## config.mk

```make
export PLATFORM = sky130hd
export DESIGN_NAME = bank_mapper
export DESIGN_NICKNAME = d
export VERILOG_FILES = /design/src/rtl/bank_map_pkg.sv /design/src/rtl/map_port_decode.sv /design/src/rtl/map_table.sv /design/src/rtl/map_translate.sv /design/src/rtl/bank_mapper.sv
export SDC_FILE = /design/constraint.sdc
export NUM_CORES = 1
export LEC_CHECK = 0
export BUFFER_PORTS_ARGS = -buffer_cell sky130_fd_sc_hd__buf_2
export CAP_MARGIN = 20
export CORE_ASPECT_RATIO = 0.8
export CORE_MARGIN = 5
export CORE_UTILIZATION = 56
export DETAILED_ROUTE_END_ITERATION = 12
export GPL_ROUTABILITY_DRIVEN = 0
export PLACE_DENSITY = 0.81
export SETUP_SLACK_MARGIN = 0.5
export SYNTH_ARGS = -nofsm -noshare
export SYNTH_HDL_FRONTEND = slang
export SYNTH_SLANG_ARGS = --single-unit
```

## constraint.sdc

```tcl
create_clock -name clk -period 2.25 [get_ports clk]
set_input_delay 0 -clock clk [delete_from_list [all_inputs] [get_ports clk]]
set_output_delay 0 -clock clk [all_outputs]
set_load 0.1 [all_outputs]
```

## src/rtl/bank_map_pkg.sv

```systemverilog
package bank_map_pkg;
    localparam int CPU_AW      = 16;
    localparam int PHYS_AW     = 19;
    localparam int PAGE_BITS   = PHYS_AW - CPU_AW;
    localparam int MASK_BITS   = 3;
    localparam int REGION_BITS = 4;
    localparam int NUM_REGIONS = 1 << REGION_BITS;
    localparam int PASS_BITS   = CPU_AW - MASK_BITS;
    localparam int ENTRY_BITS  = PAGE_BITS + MASK_BITS + 2;

    typedef struct packed {
        logic                 wprot;
        logic                 ext_en;
        logic [MASK_BITS-1:0] xmask;
        logic [PAGE_BITS-1:0] page;
    } map_entry_t;

    typedef struct packed {
        logic [PHYS_AW-1:0] addr;
        logic               ext_sel;
        logic               wr_inhibit;
        logic               ram_we;
    } xlate_out_t;

    function automatic logic [PHYS_AW-1:0] relocate(
        input logic [CPU_AW-1:0] a,
        input map_entry_t        e
    );
        return {e.page, a[CPU_AW-1:PASS_BITS] ^ e.xmask, a[PASS_BITS-1:0]};
    endfunction
endpackage

```

## src/rtl/map_port_decode.sv

```systemverilog
module map_port_decode
    import bank_map_pkg::*;
#(
    parameter logic [CPU_AW-1:0] MAP_BASE = 16'hE800
) (
    input  logic [CPU_AW-1:0]      addr,
    input  logic                   bus_wr,
    output logic                   port_hit,
    output logic                   port_wr,
    output logic [REGION_BITS-1:0] port_idx
);
    always_comb begin
        port_hit = (addr[CPU_AW-1:REGION_BITS] == MAP_BASE[CPU_AW-1:REGION_BITS]);
        port_wr  = port_hit & bus_wr;
        port_idx = addr[REGION_BITS-1:0];
    end
endmodule

```

## src/rtl/map_table.sv

```systemverilog
module map_table
    import bank_map_pkg::*;
(
    input  logic                   clk,
    input  logic                   rst,
    input  logic                   wr_en,
    input  logic [REGION_BITS-1:0] wr_idx,
    input  map_entry_t             wr_data,
    input  logic [REGION_BITS-1:0] rd_idx,
    output map_entry_t             rd_entry
);
    map_entry_t regs [NUM_REGIONS];

    always_ff @(posedge clk) begin
        if (rst) begin
            for (int i = 0; i < NUM_REGIONS; i++) regs[i] <= '0;
        end else if (wr_en) begin
            regs[wr_idx] <= wr_data;
        end
    end

    assign rd_entry = regs[rd_idx];

    AST_WRITE_LANDS: assert property (@(posedge clk) disable iff (rst)
        wr_en |=> regs[$past(wr_idx)] == $past(wr_data));

    AST_HOLD_NO_WRITE: assert property (@(posedge clk) disable iff (rst)
        !wr_en |=> regs[$past(rd_idx)] == $past(rd_entry));
endmodule

```

## src/rtl/map_translate.sv

```systemverilog
module map_translate
    import bank_map_pkg::*;
(
    input  logic              clk,
    input  logic              rst,
    input  logic [CPU_AW-1:0] addr,
    input  logic              bus_wr,
    input  logic              port_hit,
    input  map_entry_t        entry,
    output xlate_out_t        xo
);
    always_comb begin
        xo.addr       = relocate(addr, entry);
        xo.ext_sel    = entry.ext_en & ~port_hit;
        xo.wr_inhibit = bus_wr & entry.wprot & ~port_hit;
        xo.ram_we     = bus_wr & xo.ext_sel & ~entry.wprot;
    end

    AST_WP_NO_STROBE: assert property (@(posedge clk) disable iff (rst)
        xo.wr_inhibit |-> !xo.ram_we);

    AST_STROBE_NEEDS_EXT: assert property (@(posedge clk) disable iff (rst)
        xo.ram_we |-> (xo.ext_sel && bus_wr));

    AST_PORT_QUIET: assert property (@(posedge clk) disable iff (rst)
        port_hit |-> (!xo.ext_sel && !xo.ram_we && !xo.wr_inhibit));
endmodule

```

## src/rtl/bank_mapper.sv

```systemverilog
module bank_mapper
    import bank_map_pkg::*;
#(
    parameter logic [15:0] MAP_BASE = 16'hE800
) (
    input  logic        clk,
    input  logic        rst,
    input  logic [15:0] cpu_addr,
    input  logic [7:0]  cpu_wdata,
    input  logic        bus_wr,
    output logic [18:0] phys_addr,
    output logic        ext_sel,
    output logic        wr_inhibit,
    output logic        ram_we
);
    logic                   port_hit;
    logic                   port_wr;
    logic [REGION_BITS-1:0] port_idx;
    map_entry_t             cur_entry;
    xlate_out_t             xo;

    map_port_decode #(.MAP_BASE(MAP_BASE)) u_dec (
        .addr     (cpu_addr),
        .bus_wr   (bus_wr),
        .port_hit (port_hit),
        .port_wr  (port_wr),
        .port_idx (port_idx)
    );

    map_table u_tab (
        .clk      (clk),
        .rst      (rst),
        .wr_en    (port_wr),
        .wr_idx   (port_idx),
        .wr_data  (map_entry_t'(cpu_wdata)),
        .rd_idx   (cpu_addr[CPU_AW-1:CPU_AW-REGION_BITS]),
        .rd_entry (cur_entry)
    );

    map_translate u_xl (
        .clk      (clk),
        .rst      (rst),
        .addr     (cpu_addr),
        .bus_wr   (bus_wr),
        .port_hit (port_hit),
        .entry    (cur_entry),
        .xo       (xo)
    );

    assign phys_addr  = xo.addr;
    assign ext_sel    = xo.ext_sel;
    assign wr_inhibit = xo.wr_inhibit;
    assign ram_we     = xo.ram_we;

    AST_LOW_PASS: assert property (@(posedge clk) disable iff (rst)
        phys_addr[PASS_BITS-1:0] == cpu_addr[PASS_BITS-1:0]);
endmodule

```

---- Yosys cells after proc, flatten, opt, wreduce, memory -nomap -nowiden ----
Memory sizes are Yosys's and may differ from the RTL's.
Index checks and enable logic that the tools add are counted.
word-level totals
  register bits ........................... 0
  memory bits (writable) .................. 128
  input bits .............................. 27
  word-level logic and storage cells ...... 20
  memories ................................ 1
operators by class
  equal/unequal tests ..................... 1
  multiplexer cells ....................... 8
  bitwise gates (word level) .............. 9
  reduce and logical (&&, ||, !) cells .... 1
memory list
  name        words  bits a word  rd ports  clocked after memory_dff  write ports  line             source
  u_tab.regs  16     8            1         0                         16           map_table.sv:12  map_entry_t regs [NUM_REGIONS];
operator list
  kind                                          number
  equality test 12 bit (second input constant)  1
  2-to-1 mux 8 bit                              1
  OR reduction 8 bit                            1
  bitwise AND 1 bit                             6
  2-to-1 mux 1 bit                              6
  2-to-1 mux 4 bit                              1
  XOR 3 bit                                     1
  inverter 1 bit                                2

---- Logic depth before layout (Yosys ltp) ----
  depth in word-level cells ............... 7
  mapped depth ............................ 8
  depth with buffers taken out ............ 4

---- Modules after synthesis ----
From an unflattened synthesis, not the netlist that was laid out.
unflattened totals
  cells, all modules ...................... 407
  area total of the unflattened synthesis .. 6122.1 sq um
modules (own cells, without submodules)
  module           times used  cells an instance  area each (sq um)  seq. area each (sq um)
  map_table        1           375                5861.9             3843.7
  map_translate    1           22                 177.7              0.0
  map_port_decode  1           10                 82.6               0.0

---- Worst setup path after synthesis ----
No wires, ideal clock.
  path type ............................... register to output
  start ................................... memory u_tab.regs[14][7] (netlist bit)
  end ..................................... output port ram_we
  arrival ................................. 3.264 ns
  setup slack ............................. -1.014 ns
  stages on the path, launching flop included .. 5
  path buffers ............................ 0
  cell sequence ........................... edfxtp_1 -> mux4_2 -> mux2i_1 -> mux2_2 -> nor3b_1
on the way
  word-level cells in the longest chain between the ends .. 3
RTL lines
  item                      line                 source
  start: declaration        map_table.sv:12
  memory read (16 x 8 bit)  -
  inverter 1 bit            map_translate.sv:16  xo.ram_we = bus_wr & xo.ext_sel & ~entry.wprot;
  bitwise AND 1 bit         map_translate.sv:16
  end: declaration          bank_mapper.sv:14    output logic ram_we
Every way passes these cells.

---- Final worst setup path ----
  start ................................... memory u_tab.regs[12][7] (netlist bit)
  end ..................................... output port ram_we
Same word-level chain as after synthesis.

==> metrics.cfg <==
[global_routing]
grt_pass1_vias = 3801
grt_usage_pct = 24.20
use_met2_pct = 37.87
grtUsageMet3_pct = 7.837
antenna_found_initial = 0
grt_pass1_wl_mm = 22.00
grt_max_degree = 36
met1_usage_pct = 32.95
gr-total-overflow = 0
grt-busiest-layer = met2

[floorplan]
floorplan.initialDensity_pct = 57.48
core_region_area_mm2 = 0.01028
row_count = 33
top_level_ports = 49
fp.dieArea_mm2 = 0.01272
die_x_um = 124.9
die_y_um = 101.9

[cells_and_area]
area_growth_syn_to_layout_pct = 19.27
largest_register_ffs = 128
diodes = 0
regMostFlops = u_tab.regs
fin_nets = 504
final_common_cell = edfxtp_1
drive_gt1_share_pct = 34.36
final_cell_mix = edfxtp_1, nor2_1, buf_2, mux4_2, nand2_1
largestRegisters = u_tab.regs x128

[clock_network]
clkSlewWorstSetupHoldPaths_ns = 0.05
numCtsBuffers = 17
clock-root-buffer = clkbuf_16
clockBufferDepth = 2
cts.htree.levels = 4
cts_sinks = 128
cts_tree = done

[routing]
detail_route.wl_per_cell_um = 22.88
drc = 0
ant_nets = 0
routed_wl_mm = 14.39
viasPerCell = 5.933
drtIter0Drc = 467
num_vias = 3732
drt_first_pass_iters = 6

[synth]
syn-num-nets = 444
ys_types = 28
synth_cells = 417
avgSynthCellArea_um2 = 14.17
ys_seq_elements = 128
netlist_area_mm2 = 0.005909
ys_warn_count = 0
synth-seq-area-share_pct = 65.04

[place]
port_buffers = 48
dp_hpwl_mm = 9.498
place_ws_ns = 0.1202

[pwr]
peakVddDrop_mv = 0.5636
power_w = 0.005870
p_leak_nw = 2.369
p_per_area_mw_per_mm2 = 832.8

[sta]
setup_slack_ns = 0.1811
setup_viol = 0
rsz0062_at_grt = true
fin_setup_tns_ns = 0
fmax_ghz = 0.4834
tightest_slew_ns = 0.6338
maxSlewHeadroom_pct = 57.66
period_share_pct = 91.95
hold_viol = 0
timing.final.crit_period_ns = 2.069
slew_viol_final = 0

[critical_path]
crit_chain = mux4_2 > mux2i_1 > mux2_4 > nor3b_4 > buf_12
timing.critical_path.buf_inv = 1
cpPeakStageDelay_ns = 0.48
end_kind = output pin
cp_top_family = multiplexers
critPathRequiredTime_ns = 2.25
cp.arrival_ns = 2.07
critPathKind = reg2out
cp-startpoint = u_tab.regs[12][7]
critPathSlowestCell = mux4_2
startpoint_type = flip-flop
path_max_fanout = 2

[flow_run]
maxCapViolations = 0

[hold_path]
hold_path_class = in2reg
min-delay-start = cpu_wdata[3]

[run_status]
outcome = finished clean

## cell families after synthesis
group	count (synthesis)	synth area share, %
buffers and inverters	44	4.192
AOI/OAI and AO/OA	18	2.244
DFF	128	65.04
muxes	44	15.35
and+or+nand+nor	183	13.17
## what timing repair did
item	CTS	global route
buffers inserted	2	0
hold buffers	0	0
setup endpoints to repair	9	46
cloned	0	0
gates resized for setup	25	1
pin swaps	1	0
## worst paths after layout
path,to,slack (ns),cells past startpoint
setup / recovery,ram_we,0.18,5
hold / removal,u_tab.regs[7][3],0.07,3
## tightest hold or removal path, cell delays in order
cell,delay [ns]
buf_2,0.16
nand2_1,0.12
nor2_1,0.09
## stage by stage
stage / hold WS, ns / instances / area (um2) / util (%)
2_1_floorplan: 0.2115 / 417 / 5996 / -
3_3_place_gp: 0.3857 / 596 / 6456 / 62.80
3_5_place_dp: 0.3858 / 596 / 6456 / 62.80
4_1_cts: 0.03745 / 629 / 7046 / 68.53
5_1_grt: 0.06230 / 629 / 7048 / 68.55
6_report: 0.07261 / 629 / 7048 / 68.55
## layer usage
metal | vias up | wire length, um
li1 | 1639 | -
met1 | 1844 | 5509
met2 | 226 | 6953
met3 | 23 | 1666
met4 | 0 | 264
met5 | - | 0
## layout make-up
| cell class | instances | area [um2] |
|---|---|---|
| sequential | 128 | 3844 |
| fill | 679 | 3233 |
| multi-input combinational | 245 | 1921 |
| timing repair buffer | 81 | 608.1 |
| clock buffer | 19 | 432.9 |
| tap | 140 | 175.2 |
| clock inverter | 12 | 52.55 |
| inverter | 4 | 15.01 |
## power breakdown
group / switching [W] / total (W) / internal [W] / leakage, nW
clock: 0.000917 / 0.00227 / 0.00136 / 0.245
combinational: 0.000534 / 0.000821 / 0.000287 / 0.909
sequential: 0.0000370 / 0.00277 / 0.00274 / 1.21
## synthesized netlist by cell type
library cell | number | area share, %
o21bai_1 | 16 | 2.0
or3b_1 | 1 | 0.15
nor3b_1 | 1 | 0.13
buf_2 | 6 | 0.51
mux2_2 | 3 | 0.57
buf_4 | 14 | 1.8
mux4_2 | 37 | 14
mux2i_1 | 4 | 0.68
buf_6 | 3 | 0.57
a21oi_1 | 1 | 0.085
clkbuf_1 | 13 | 0.83
edfxtp_1 | 128 | 65
and2_1 | 1 | 0.11
buf_1 | 4 | 0.25
or2_2 | 1 | 0.11
nor2_2 | 10 | 1.1
inv_1 | 4 | 0.25
nor4b_2 | 1 | 0.25
a211oi_1 | 1 | 0.13
nand3_1 | 2 | 0.17
nor4_1 | 1 | 0.11
and4_1 | 1 | 0.15
nand3b_1 | 2 | 0.25
nand2_1 | 34 | 2.2
nor2_1 | 120 | 7.6
and4b_1 | 1 | 0.17
nand2b_1 | 2 | 0.21
nor2b_1 | 5 | 0.53
(Power assumes the default switching activity.)
